===== src/rtl/keyed_cfg_pkg.sv =====
`timescale 1ns/1ps
package keyed_cfg_pkg;
    localparam int DATA_W = 32;
    localparam int ADDR_W = 12;

    typedef logic [DATA_W-1:0] word_t;
    typedef logic [ADDR_W-1:0] addr_t;

    // Offsets of the bank words
    localparam addr_t OFS_ID     = 12'h000;
    localparam addr_t OFS_LOCK   = 12'h004;
    localparam addr_t OFS_DEVCTL = 12'h008;
    localparam addr_t OFS_ONCE   = 12'h00C;
    localparam addr_t OFS_BITS   = 12'h010;
    localparam addr_t OFS_GEN    = 12'h014;
    localparam addr_t OFS_KICK0  = 12'h038;
    localparam addr_t OFS_KICK1  = 12'h03C;
    localparam addr_t OFS_PRIV   = 12'h41C;

    // Keys and reset values
    localparam word_t KICK_KEY0  = 32'h83E70B13;
    localparam word_t KICK_KEY1  = 32'h95A4F1E0;
    localparam word_t LOCK_KEY   = 32'h0F0A0B00;
    localparam word_t PRIV_RESET = 32'hAAAAAAAA;

    typedef enum logic [1:0] {
        KS_LOCKED = 2'd0,
        KS_HALF   = 2'd1,
        KS_OPEN   = 2'd2
    } kick_st_e;

    typedef struct packed {
        kick_st_e st;
    } kick_regs_t;

    typedef struct packed {
        word_t lock;
        word_t devctl;
        word_t once_val;
        logic  once_used;
        word_t gen;
        word_t priv;
        word_t rdata;
        logic  err;
    } bank_regs_t;
endpackage


===== src/rtl/keyed_cfg_kick.sv =====
`timescale 1ns/1ps
module keyed_cfg_kick
    import keyed_cfg_pkg::*;
(
    input  logic  clk,
    input  logic  rst_n,
    input  logic  wr_k0,
    input  logic  wr_k1,
    input  word_t wdata,
    output logic  unlocked
);
    kick_regs_t r_d, r_q;

    always_comb begin
        r_d = r_q;
        if (wr_k0) begin
            // first key: advance from locked, keep later stages, else relock
            if (wdata != KICK_KEY0) begin
                r_d.st = KS_LOCKED;
            end else if (r_q.st == KS_LOCKED) begin
                r_d.st = KS_HALF;
            end
        end else if (wr_k1) begin
            // second key only counts after the first
            if (wdata == KICK_KEY1 && r_q.st != KS_LOCKED) begin
                r_d.st = KS_OPEN;
            end else begin
                r_d.st = KS_LOCKED;
            end
        end
    end

    always_ff @(posedge clk or negedge rst_n) begin
        if (!rst_n) begin
            r_q.st <= KS_LOCKED;
        end else begin
            r_q <= r_d;
        end
    end

    assign unlocked = (r_q.st == KS_OPEN);
endmodule


===== src/rtl/keyed_cfg_devfield.sv =====
`timescale 1ns/1ps
module keyed_cfg_devfield #(
    parameter int FIELD_W = 2,
    parameter bit NO_DIS  = 1'b0
) (
    input  logic [FIELD_W-1:0] cur,
    input  logic [FIELD_W-1:0] req,
    input  logic               wr,
    output logic [FIELD_W-1:0] nxt
);
    logic clear_blocked;

    always_comb begin
        clear_blocked = NO_DIS && (req == '0);
        nxt = cur;
        if (wr && !clear_blocked) begin
            nxt = req;
        end
    end
endmodule


===== src/rtl/keyed_cfg_bitonce.sv =====
`timescale 1ns/1ps
module keyed_cfg_bitonce #(
    parameter int W = 16
) (
    input  logic         clk,
    input  logic         rst_n,
    input  logic         wr,
    input  logic [W-1:0] sel,
    input  logic [W-1:0] val,
    output logic [W-1:0] val_q,
    output logic [W-1:0] flag_q
);
    typedef struct packed {
        logic [W-1:0] val;
        logic [W-1:0] flag;
    } bo_regs_t;

    bo_regs_t r_d, r_q;
    logic [W-1:0] take;

    always_comb begin
        r_d  = r_q;
        take = wr ? (sel & ~r_q.flag) : '0;
        r_d.val  = (r_q.val & ~take) | (val & take);
        r_d.flag = r_q.flag | take;
    end

    always_ff @(posedge clk or negedge rst_n) begin
        if (!rst_n) begin
            r_q <= '0;
        end else begin
            r_q <= r_d;
        end
    end

    assign val_q  = r_q.val;
    assign flag_q = r_q.flag;
endmodule


===== src/rtl/keyed_cfg_bank.sv =====
`timescale 1ns/1ps
module keyed_cfg_bank
    import keyed_cfg_pkg::*;
#(
    parameter int          N_DEV      = 13,
    parameter int          FIELD_W    = 2,
    parameter logic [12:0] NODIS_MASK = 13'h1000,
    parameter int          ONCE_W     = 16,
    parameter logic [3:0]  SI_REV     = 4'h2,
    parameter logic [27:0] DEV_CODE   = 28'h6C0A51D
) (
    input  logic              clk,
    input  logic              rst_n,
    input  logic [ADDR_W-1:0] addr,
    input  logic [DATA_W-1:0] wdata,
    input  logic              we,
    input  logic              re,
    output logic [DATA_W-1:0] rdata,
    output logic              err_o,
    output logic              unlocked_o,
    output logic [DATA_W-1:0] devctl_o,
    output logic [DATA_W-1:0] once_cfg_o,
    output logic [ONCE_W-1:0] bit_cfg_o,
    output logic [DATA_W-1:0] gen_cfg_o,
    output logic [DATA_W-1:0] priv_o
);
    localparam int    FLD_BITS = N_DEV * FIELD_W;
    localparam word_t ID_WORD  = {SI_REV, DEV_CODE};

    // lowest bit of device field i: all but the last are packed from bit 0,
    // the last sits at the top of the word
    function automatic int fld_lsb(input int i);
        return (i == N_DEV - 1) ? (DATA_W - FIELD_W) : (i * FIELD_W);
    endfunction

    bank_regs_t r_d, r_q;

    logic              unlocked;
    logic              hit_id, hit_lock, hit_dev, hit_once, hit_bits;
    logic              hit_gen, hit_k0, hit_k1, hit_priv, hit_prot;
    logic              key_ok, drop, wr_ok, dev_wr, bits_wr;
    logic [FLD_BITS-1:0] fld_nxt;
    word_t             dev_word;
    word_t             rd_val;
    logic [ONCE_W-1:0] bit_val, bit_flags;

    // address decode
    always_comb begin
        hit_id   = (addr == OFS_ID);
        hit_lock = (addr == OFS_LOCK);
        hit_dev  = (addr == OFS_DEVCTL);
        hit_once = (addr == OFS_ONCE);
        hit_bits = (addr == OFS_BITS);
        hit_gen  = (addr == OFS_GEN);
        hit_k0   = (addr == OFS_KICK0);
        hit_k1   = (addr == OFS_KICK1);
        hit_priv = (addr == OFS_PRIV);
        hit_prot = hit_lock | hit_dev | hit_once | hit_bits | hit_gen | hit_priv;
        key_ok   = (r_q.lock == LOCK_KEY);
        drop     = we && hit_prot && (!unlocked || (hit_dev && !key_ok));
        wr_ok    = we && unlocked;
        dev_wr   = wr_ok && hit_dev && key_ok;
        bits_wr  = wr_ok && hit_bits;
    end

    keyed_cfg_kick u_kick (
        .clk      (clk),
        .rst_n    (rst_n),
        .wr_k0    (we && hit_k0),
        .wr_k1    (we && hit_k1),
        .wdata    (wdata),
        .unlocked (unlocked)
    );

    for (genvar g = 0; g < N_DEV; g++) begin : g_fld
        localparam int LSB = fld_lsb(g);
        keyed_cfg_devfield #(
            .FIELD_W (FIELD_W),
            .NO_DIS  (NODIS_MASK[g])
        ) u_fld (
            .cur (r_q.devctl[LSB +: FIELD_W]),
            .req (wdata[LSB +: FIELD_W]),
            .wr  (dev_wr),
            .nxt (fld_nxt[g*FIELD_W +: FIELD_W])
        );
    end

    keyed_cfg_bitonce #(
        .W (ONCE_W)
    ) u_bits (
        .clk    (clk),
        .rst_n  (rst_n),
        .wr     (bits_wr),
        .sel    (wdata[ONCE_W +: ONCE_W]),
        .val    (wdata[ONCE_W-1:0]),
        .val_q  (bit_val),
        .flag_q (bit_flags)
    );

    // reassemble device word, reserved bits forced to zero
    always_comb begin
        dev_word = '0;
        for (int i = 0; i < N_DEV; i++) begin
            dev_word[fld_lsb(i) +: FIELD_W] = fld_nxt[i*FIELD_W +: FIELD_W];
        end
    end

    // read mux
    always_comb begin
        rd_val = '0;
        if (hit_id)   rd_val = ID_WORD;
        if (hit_lock) rd_val = r_q.lock;
        if (hit_dev)  rd_val = r_q.devctl;
        if (hit_once) rd_val = r_q.once_val;
        if (hit_bits) begin
            rd_val[ONCE_W-1:0]      = bit_val;
            rd_val[ONCE_W +: ONCE_W] = bit_flags;
        end
        if (hit_gen)  rd_val = r_q.gen;
        if (hit_k0 || hit_k1) rd_val = {{(DATA_W-1){1'b0}}, unlocked};
        if (hit_priv) rd_val = r_q.priv;
    end

    // next state
    always_comb begin
        r_d        = r_q;
        r_d.err    = drop;
        r_d.devctl = dev_word;
        if (re) begin
            r_d.rdata = rd_val;
        end
        if (wr_ok && hit_lock) begin
            r_d.lock = wdata;
        end
        if (wr_ok && hit_once && !r_q.once_used) begin
            r_d.once_val  = wdata;
            r_d.once_used = 1'b1;
        end
        if (wr_ok && hit_gen) begin
            r_d.gen = wdata;
        end
        if (wr_ok && hit_priv) begin
            r_d.priv = wdata;
        end
    end

    always_ff @(posedge clk or negedge rst_n) begin
        if (!rst_n) begin
            r_q      <= '0;
            r_q.priv <= PRIV_RESET;
        end else begin
            r_q <= r_d;
        end
    end

    assign rdata      = r_q.rdata;
    assign err_o      = r_q.err;
    assign unlocked_o = unlocked;
    assign devctl_o   = r_q.devctl;
    assign once_cfg_o = r_q.once_val;
    assign bit_cfg_o  = bit_val;
    assign gen_cfg_o  = r_q.gen;
    assign priv_o     = r_q.priv;
endmodule


===== config.mk =====
export PLATFORM = sky130hd
export DESIGN_NAME = keyed_cfg_bank
export DESIGN_NICKNAME = d
export VERILOG_FILES = /design/src/rtl/keyed_cfg_pkg.sv /design/src/rtl/keyed_cfg_kick.sv /design/src/rtl/keyed_cfg_devfield.sv /design/src/rtl/keyed_cfg_bitonce.sv /design/src/rtl/keyed_cfg_bank.sv
export SDC_FILE = /design/constraint.sdc
export NUM_CORES = 1
export LEC_CHECK = 0
export BUFFER_PORTS_ARGS = -buffer_cell sky130_fd_sc_hd__buf_2
export CORE_UTILIZATION = 40
export CTS_CLUSTER_SIZE = 12
export DETAILED_ROUTE_END_ITERATION = 10
export PLACE_DENSITY_LB_ADDON = 0.1
export SLEW_MARGIN = 40
export SYNTH_ARGS = -nofsm -noshare
export SYNTH_HDL_FRONTEND = slang
export SYNTH_SLANG_ARGS = --single-unit
export TNS_END_PERCENT = 30

===== constraint.sdc =====
create_clock -name clk -period 2.4 [get_ports clk]
set_input_delay 0.24 -clock clk [delete_from_list [all_inputs] [get_ports clk]]
set_output_delay 0.24 -clock clk [all_outputs]
set_load 0.01 [all_outputs]

==> flow_metrics.py, run 1 <==
metrics = {
    "critical_path": {
        "startpoint_type": "flop",
        "crit_fanout": 4,
        "arrival_ps": 2680,
        "path_class": "flop to flop",
        "crit_required_ps": 2820,
        "crit_path_end_kind": "flop",
    },
    "final_layout": {
        "finalCoreUtilization_pct": 46.8,
        "fin_nets": 1135,
        "n_antenna_cell": 0,
        "final_cells": 1486,
        "drive_above_1_share_pct": 47.8,
        "area_delta_synth_final_pct": 13.6,
    },
    "routing": {
        "via_count": 8267,
        "via_per_inst": 5.56,
        "drt_iter0_drc": 553,
        "wl_per_cell_um": 24.0,
        "wl_um": 35600,
        "drt_pass1_iterations": 5,
        "antenna_left": 0,
        "drc": 0,
    },
    "synthesis": {
        "yosys_warnings": 0,
        "syn_inst": 992,
        "synth_top_cells_by_area": "dfrtp_1, mux2_2, buf_4, dfstp_2, a22oi_1",
        "ys_seq_area_share_pct": 48.2,
        "ys.flop_type": "dfrtp_1",
        "yosysMostFrequentCell": "dfrtp_1",
        "ys_types": 61,
        "syn_area_per_cell_um2": 11.7,
        "async_flop_share_pct": 100,
        "synth-edff-count": 0,
        "ys_ff_latch": 222,
        "synth_common_cells": "dfrtp_1, mux2_2, buf_4",
        "synth.top_cell.area_share_pct": 44.5,
        "synth_top_cell_by_area": "dfrtp_1",
        "syn_area_um2": 11600,
    },
    "place": {
        "pre_cts_ws_ps": -10.0,
        "place.gp.congestion": 0.881,
        "dpl.hpwl_um": 25700,
        "dpl.cell_count": 1434,
        "io_buffers": 219,
    },
    "timing": {
        "hold_viol": 0,
        "finalSetupViolCount": 0,
        "relSlewSlack_pct": 58.2,
        "tns_ps": 0,
        "setup_slack_ps": 142,
        "fin_crit_sh_pct": 94.1,
        "slew_violations": 0,
        "clock.fmax_ghz": 0.443,
        "worst_pin_slew_ps": 619,
        "clock_skew_ps": 12.8,
        "period_minus_slack_ps": 2260,
        "rsz0062_at_grt": "no",
    },
    "clock_network": {
        "clk_latency_ps": 540,
        "ctsResizeCount": 0,
        "cts_made_buffers": 27,
        "cts.sinks": 222,
        "postCtsSetupBuffers": 0,
        "clockBufferDepth": 3,
        "cts_tree": "done",
        "cts_hold_buf": 2,
        "clock-root-buffer": "clkbuf_16",
        "htree_levels": 1,
        "clkSlewWorstSetupHoldPaths_ps": 60,
    },
    "min_path": {
        "hp-class": "primary input to flop",
    },
    "global_routing": {
        "antenna_found_initial": 1,
        "grt-ovfl-total": 0,
        "first_global_vias": 8130,
        "grt_pass1_wl_um": 53500,
        "grt_util_all_layers_pct": 24.6,
        "grt_start_max_net_pins": 68,
    },
    "floorplan": {
        "initial_core_util_pct": 41.2,
        "io_pins": 226,
        "die_h_um": 172,
        "row_count": 61,
        "fp.coreArea_um2": 28100,
        "die_x_um": 172,
        "dieArea_um2": 29600,
    },
    "power_and_ir_drop": {
        "p_leak_nw": 6.81,
        "ir_worst_vdd_mv": 0.740,
        "powerDensity_nw_per_um2": 634,
        "total_power_mw": 8.34,
    },
    "flow_run": {
        "cap_violations": 0,
    },
    "run_status": {
        "status": "completed",
    },
}
registers in the layout, summed over array words and instances (netlist names), named ones only:
signal and count:
rdata 32, u_kick.r_q 2, err_o 1, u_bits.flag_q 16
devctl_o 26, r_q 33, gen_cfg_o 32, priv_o 32
once_cfg_o 32
per-layer routing:
layer | share of wire (%) | global-route usage (%) | up-vias
met4 | 2.6 | 7.20 | 2
met1 | 46 | 35.1 | 4222
met5 | 0.031 | 0 | -
met2 | 45 | 37.7 | 313
met3 | 6.6 | 4.85 | 61
li1 | - | - | 3669
placed cells by master, fill, tap and decap left out, types with 22 or more instances in the layout:
master | netlist | routed
a31oi_1 | 26 | 26
mux2_2 | 178 | 178
nand2_1 | 27 | 27
nor2_1 | 39 | 39
o21ai_0 | 30 | 30
a22oi_1 | 30 | 30
buf_2 | 13 | 218
dfrtp_1 | 206 | 206
clkbuf_16 | 0 | 27
nor2b_1 | 23 | 22
buf_4 | 163 | 45
final timing paths:
path,start,slack (ps),end,cells after the start
worst max-delay path,r_q[175],140,devctl_o[31],5
worst min-delay path,wdata[21],40,u_bits.flag_q[5],2
max in group asynchronous,rst_n,1350,priv_o[13],3
worst min register to register,u_bits.flag_q[8],480,u_bits.flag_q[8],1
min in group asynchronous,rst_n,230,r_q[181],2
worst max register to register,r_q[175],140,devctl_o[31],5
kinds of logic after synthesis:
logic type / synth area share, %
AOI/OAI and AO/OA: 10.6
DFF: 48.2
and+or+nand+nor: 9.85
other: 0.0324
buffers and inverters: 12.7
muxes: 18.7
layout make-up:
cell class	instances	area (um2)
multi-input combinational	558	4570
clock buffer	40	795
inverter	3	11.3
fill	2721	14900
tap	378	473
sequential	222	5580
timing repair buffer	275	1640
clock inverter	10	86.3
through the flow:
stage	hold WS [ps]	area, um2
final	38.5	13200
after global routing	39.5	13200
after CTS	18.7	13200
after detailed placement	207	12200
after global placement	209	12200
after floorplan	-55.6	11600
where the power goes:
part	total [mW]	internal [mW]	leakage, nW	switching, mW
Combinational	0.522	0.161	3.37	0.361
Sequential	3.81	3.78	3.01	0.0269
Clock	4.01	2.39	0.429	1.61
worst max-delay path, cell delays in order (launching register included):
cell	delay [ps]
dfrtp_1	440
nor4_1	380
nand4_1	260
or3_1	470
or3_1	410
a22o_1	190
Note: power is estimated with default switching activity, not from simulation.
==> run 2: changes to the inputs <==
CELL_PAD_IN_SITES_DETAIL_PLACEMENT = 1   (was default)
CELL_PAD_IN_SITES_GLOBAL_PLACEMENT = 1   (was default)
==> flow_metrics.py, run 2 (synthesized netlist as in run 1, its figures left out) <==
metrics = {
    "run_status": {
        "status": "completed",
    },
    "floorplan": {
        "die_x_um": 172,
        "io_pins": 226,
        "dieArea_um2": 29600,
        "row_count": 61,
        "die_h_um": 172,
        "fp.coreArea_um2": 28100,
        "initial_core_util_pct": 41.2,
    },
    "place": {
        "io_buffers": 219,
        "placed_area_um2": 12300,
        "dpl.cell_count": 1443,
        "dpl.hpwl_um": 26500,
        "place.gp.congestion": 0.863,
    },
    "routing": {
        "via_count": 8241,
        "wl_um": 37100,
        "drt_iter0_drc": 450,
        "via_per_inst": 5.52,
        "antenna_left": 0,
        "wl_per_cell_um": 24.8,
        "drt_pass1_iterations": 5,
        "drc": 0,
    },
    "critical_path": {
        "critPathMostFrequentCell": "or3_1",
        "r2r_slack_ps": 230,
        "startpoint_type": "flop",
        "crit_fanout": 4,
        "arrival_ps": 2590,
        "crit_path_end_kind": "flop",
        "r2r-start": "r_q[175]",
        "cpLargestDelayFamily": "simple AND/OR/NAND/NOR gates",
        "r2r_cells": 5,
        "worstPathCellList": "nor4_1, nand4_1, or3_1, or3_1, a22o_1",
        "crit_required_ps": 2820,
        "worst_path_max_delay_cell": "or3_1",
        "critPathMaxStageDelay_ps": 480,
        "path_class": "flop to flop",
        "crit_buf_inv": 0,
        "r2r_end": "devctl_o[31]",
    },
    "global_routing": {
        "grt_util_all_layers_pct": 25.6,
        "first_global_vias": 8663,
        "grt_start_max_net_pins": 77,
        "grt-ovfl-total": 0,
        "grt_pass1_wl_um": 55900,
        "antenna_found_initial": 2,
    },
    "power_and_ir_drop": {
        "powerDensity_nw_per_um2": 630,
        "ir_worst_vdd_mv": 0.472,
        "p_leak_nw": 6.84,
    },
    "clock_network": {
        "cts_made_buffers": 27,
        "cts_hold_buf": 1,
        "cts.sinks": 222,
        "clkSlewWorstSetupHoldPaths_ps": 60,
        "clock-root-buffer": "clkbuf_16",
        "htree_levels": 1,
        "cts_tree": "done",
        "ctsResizeCount": 0,
        "clockBufferDepth": 3,
        "postCtsSetupBuffers": 0,
        "clk_latency_ps": 530,
    },
    "timing": {
        "worst_pin_slew_ps": 760,
        "fin_crit_sh_pct": 90.5,
        "finalSetupViolCount": 0,
        "relSlewSlack_pct": 49.2,
        "hold_viol": 0,
        "clock.fmax_ghz": 0.460,
        "rsz0062_at_grt": "no",
        "clock_skew_ps": 11.0,
        "tns_ps": 0,
        "period_minus_slack_ps": 2170,
        "slew_violations": 0,
        "holdWs_ps": 43.6,
    },
    "min_path": {
        "holdCritStartpoint": "wdata[29]",
        "hp-class": "primary input to flop",
        "min_to": "u_bits.flag_q[13]",
        "holdPathStages": 2,
    },
    "flow_run": {
        "cap_violations": 0,
    },
    "final_layout": {
        "final_cells": 1494,
        "regMostFlops": "r_q",
        "final_common_cell": "buf_2",
        "largest_reg_flops": 33,
        "drive_above_1_share_pct": 47.9,
        "fin_nets": 1143,
        "fin_area_um2": 13200,
        "area_delta_synth_final_pct": 13.7,
        "mostFrequentLayoutCells": "buf_2, dfrtp_1, mux2_2",
        "fillers": 3071,
    },
}
## run 2: cell count changes in the layout (fill, tap and decap cells not counted), sizes merged
cell,before,now
buf,273,282
bufinv,1,0
clkbuf,40,45
clkinv,5,4
clkinvlp,3,0
diode,0,1
dlygate4sd3,2,1
inv,4,3
## run 2: worst max-delay path by stage
stage / from / slack [ps] / cells past startpoint / end
floorplan: addr[5] / 170 / 7 / once_cfg_o[1]
global placement: addr[1] / 40 / 7 / rdata[6]
detailed placement: addr[5] / 10 / 8 / r_q[173]
CTS: r_q[175] / 230 / 5 / devctl_o[31]
global route: r_q[175] / 200 / 5 / devctl_o[31]
finish: r_q[175] / 230 / 5 / devctl_o[31]
## run 2: area by class of cell
class	instances	area, um2	area share, %
clock buffers	45	833	6.33
clock inverters	4	23.8	0.181
diodes	1	2.50	0.0190
flip-flops and latches	222	5580	42.4
well taps	378	473	3.59
multi-input cells	558	4560	34.7
repair buffers	283	1680	12.7
inverters	3	11.3	0.0856
## run 2: report_power, final
part | switching, mW | internal [mW]
sequential | 0.0276 | 3.78
clock | 1.59 | 2.35
combinational | 0.376 | 0.169
total | 1.99 | 6.30
## run 2: per-layer routing
layer	vias up	GRT usage (%)	wire length, um
li1	3690	-	-
met1	4264	36.2	17200
met2	246	42.0	17500
met3	41	3.02	1730
met4	0	5.27	656
met5	-	0	0
## run 2: metrics by stage
stage	setup WS (ps)	total power, mW	util, %
CTS	229	8.39	46.8
floorplan	173	4.12	-
detailed placement	10.7	4.42	43.8
global route	201	8.57	46.8
finish	227	8.29	46.9
global placement	44.2	4.42	43.8
## run 2: worst register-to-register path: cells and delay by family, from the launching register on
family,cells,cell delay (ps)
AND/OR/NAND/NOR,4,1440
flip-flops,1,430
AO/OA/AOI/OAI,1,190
==> run 3: changes to the inputs <==
SETUP_SLACK_MARGIN = 0.5   (was default)
==> flow_metrics.py, run 3 (synthesized netlist as in run 1, its figures left out) <==
metrics = {
    "run_status": {
        "status": "completed",
    },
    "routing": {
        "via_per_inst": 5.54,
        "drt_pass1_iterations": 4,
        "met3WireLength_um": 1780,
        "wl_um": 37200,
        "wl_met2_um": 17600,
        "top_layer": "met5",
        "antenna_left": 0,
        "drt_iter0_drc": 505,
        "drc": 0,
        "via_count": 8262,
        "wl_per_cell_um": 25.0,
        "drt-met1-wl_um": 16800,
    },
    "timing": {
        "rsz0062_at_grt": "yes",
        "clock_skew_ps": 7.96,
        "hold_viol": 0,
        "period_minus_slack_ps": 2000,
        "slew_violations": 0,
        "clock.fmax_ghz": 0.500,
        "finalSetupViolCount": 0,
        "fin_crit_sh_pct": 83.4,
        "relSlewSlack_pct": 50.5,
        "worst_pin_slew_ps": 741,
    },
    "global_routing": {
        "grt_pass1_wl_um": 54900,
        "grt_util_all_layers_pct": 25.3,
        "grt-ovfl-total": 0,
        "antenna_found_initial": 1,
        "grt_start_max_net_pins": 68,
        "first_global_vias": 8516,
    },
    "floorplan": {
        "die_x_um": 172,
        "io_pins": 226,
        "dieArea_um2": 29600,
        "row_count": 61,
        "fp.coreArea_um2": 28100,
        "die_h_um": 172,
        "initial_core_util_pct": 41.2,
    },
    "clock_network": {
        "clkSlewWorstSetupHoldPaths_ps": 60,
        "cts.sinks": 222,
        "clock-root-buffer": "clkbuf_16",
        "cts_made_buffers": 25,
        "cts_tree": "done",
        "clk_latency_ps": 520,
        "clockBufferDepth": 3,
        "htree_levels": 1,
    },
    "final_layout": {
        "final_common_cell": "buf_2",
        "mostFrequentLayoutCells": "buf_2, dfrtp_1, mux2_2",
        "finalCoreUtilization_pct": 47.3,
        "fin_area_um2": 13300,
        "regMostFlops": "r_q",
        "area_delta_synth_final_pct": 14.7,
        "n_antenna_cell": 0,
        "drive_above_1_share_pct": 49.5,
        "fillers": 3043,
        "final_cells": 1491,
        "largest_reg_flops": 33,
        "fin_nets": 1145,
    },
    "power_and_ir_drop": {
        "p_leak_nw": 6.86,
        "ir_worst_vdd_mv": 0.357,
        "powerDensity_nw_per_um2": 604,
        "total_power_mw": 8.02,
    },
    "critical_path": {
        "crit_required_ps": 2810,
        "worstPathCellList": "nor4_1, nand4_1, or3_4, or3_4, a22o_1",
        "crit_path_end_kind": "flop",
        "critPathMaxStageDelay_ps": 410,
        "startpoint_type": "flop",
        "path_class": "flop to flop",
        "cpLargestDelayFamily": "simple AND/OR/NAND/NOR gates",
        "worst_path_max_delay_cell": "or3_4",
        "arrival_ps": 2410,
        "crit_buf_inv": 0,
        "critPathMostFrequentCell": "or3_4",
        "crit_fanout": 2,
    },
    "place": {
        "dpl.cell_count": 1435,
        "placed_area_um2": 12300,
        "io_buffers": 219,
        "place.gp.congestion": 0.875,
        "dpl.hpwl_um": 26400,
    },
    "flow_run": {
        "cap_violations": 0,
    },
    "min_path": {
        "hp-class": "primary input to flop",
    },
}
[run 3: worst paths after layout]
check / startpoint / end / slack, ps / cells after the start
max: r_q[176] / devctl_o[31] / 400 / 5
min: we / u_kick.r_q[1] / 40 / 3
max reg2reg: r_q[176] / devctl_o[31] / 400 / 5
min reg2reg: u_bits.flag_q[15] / u_bits.flag_q[15] / 490 / 1
max in group asynchronous: rst_n / priv_o[13] / 1390 / 3
min in group asynchronous: rst_n / rdata[19] / 250 / 2
[run 3: layout make-up]
type,instances,area [um2],area share (%)
clock buffer,39,718,5.41
multi-input combinational,558,4680,35.2
inverter,3,11.3,0.0848
sequential,222,5580,42.0
timing repair buffer,287,1770,13.3
tap,378,473,3.56
clock inverter,4,47.5,0.358
[run 3: power breakdown]
part | internal [mW] | total [mW] | switching [mW] | leakage [nW]
Clock | 2.15 | 3.66 | 1.52 | 0.371
Combinational | 0.168 | 0.540 | 0.372 | 3.49
Sequential | 3.78 | 3.81 | 0.0274 | 3.00
[run 3: metal layers]
metal / track usage (%) / vias up
li1: - / 3644
met1: 34.6 / 4306
met2: 41.8 / 253
met3: 3.20 / 57
met4: 7.35 / 2
met5: 0 / -
[run 3: worst register-to-register path: stages (launching register included)]
cell and delay, ps:
dfrtp_1 390, nor4_1 280, nand4_1 270, or3_4 410, or3_4 370, a22o_1 180
[run 3: stage by stage]
| stage | hold slack [ps] | worst slack, ps | TNS, ps |
|---|---|---|---|
| 2_1_floorplan | -55.6 | 217 | 0 |
| 3_3_place_gp | 214 | -180 | -1470 |
| 3_5_place_dp | 214 | -190 | -1490 |
| 4_1_cts | 19.7 | 418 | 0 |
| 5_1_grt | 53.6 | 369 | 0 |
| 6_report | 44.3 | 398 | 0 |
[run 3: what timing repair did]
item / 4_1_cts / 5_1_grt
endpoints found under the hold margin: 53 / 0
setup endpoints to repair: 147 / 91
cloned: 1 / 0
buffers inserted: 8 / 3
hold buffers: 1 / 0
pin swaps: 7 / 3
gates resized for setup: 19 / 10
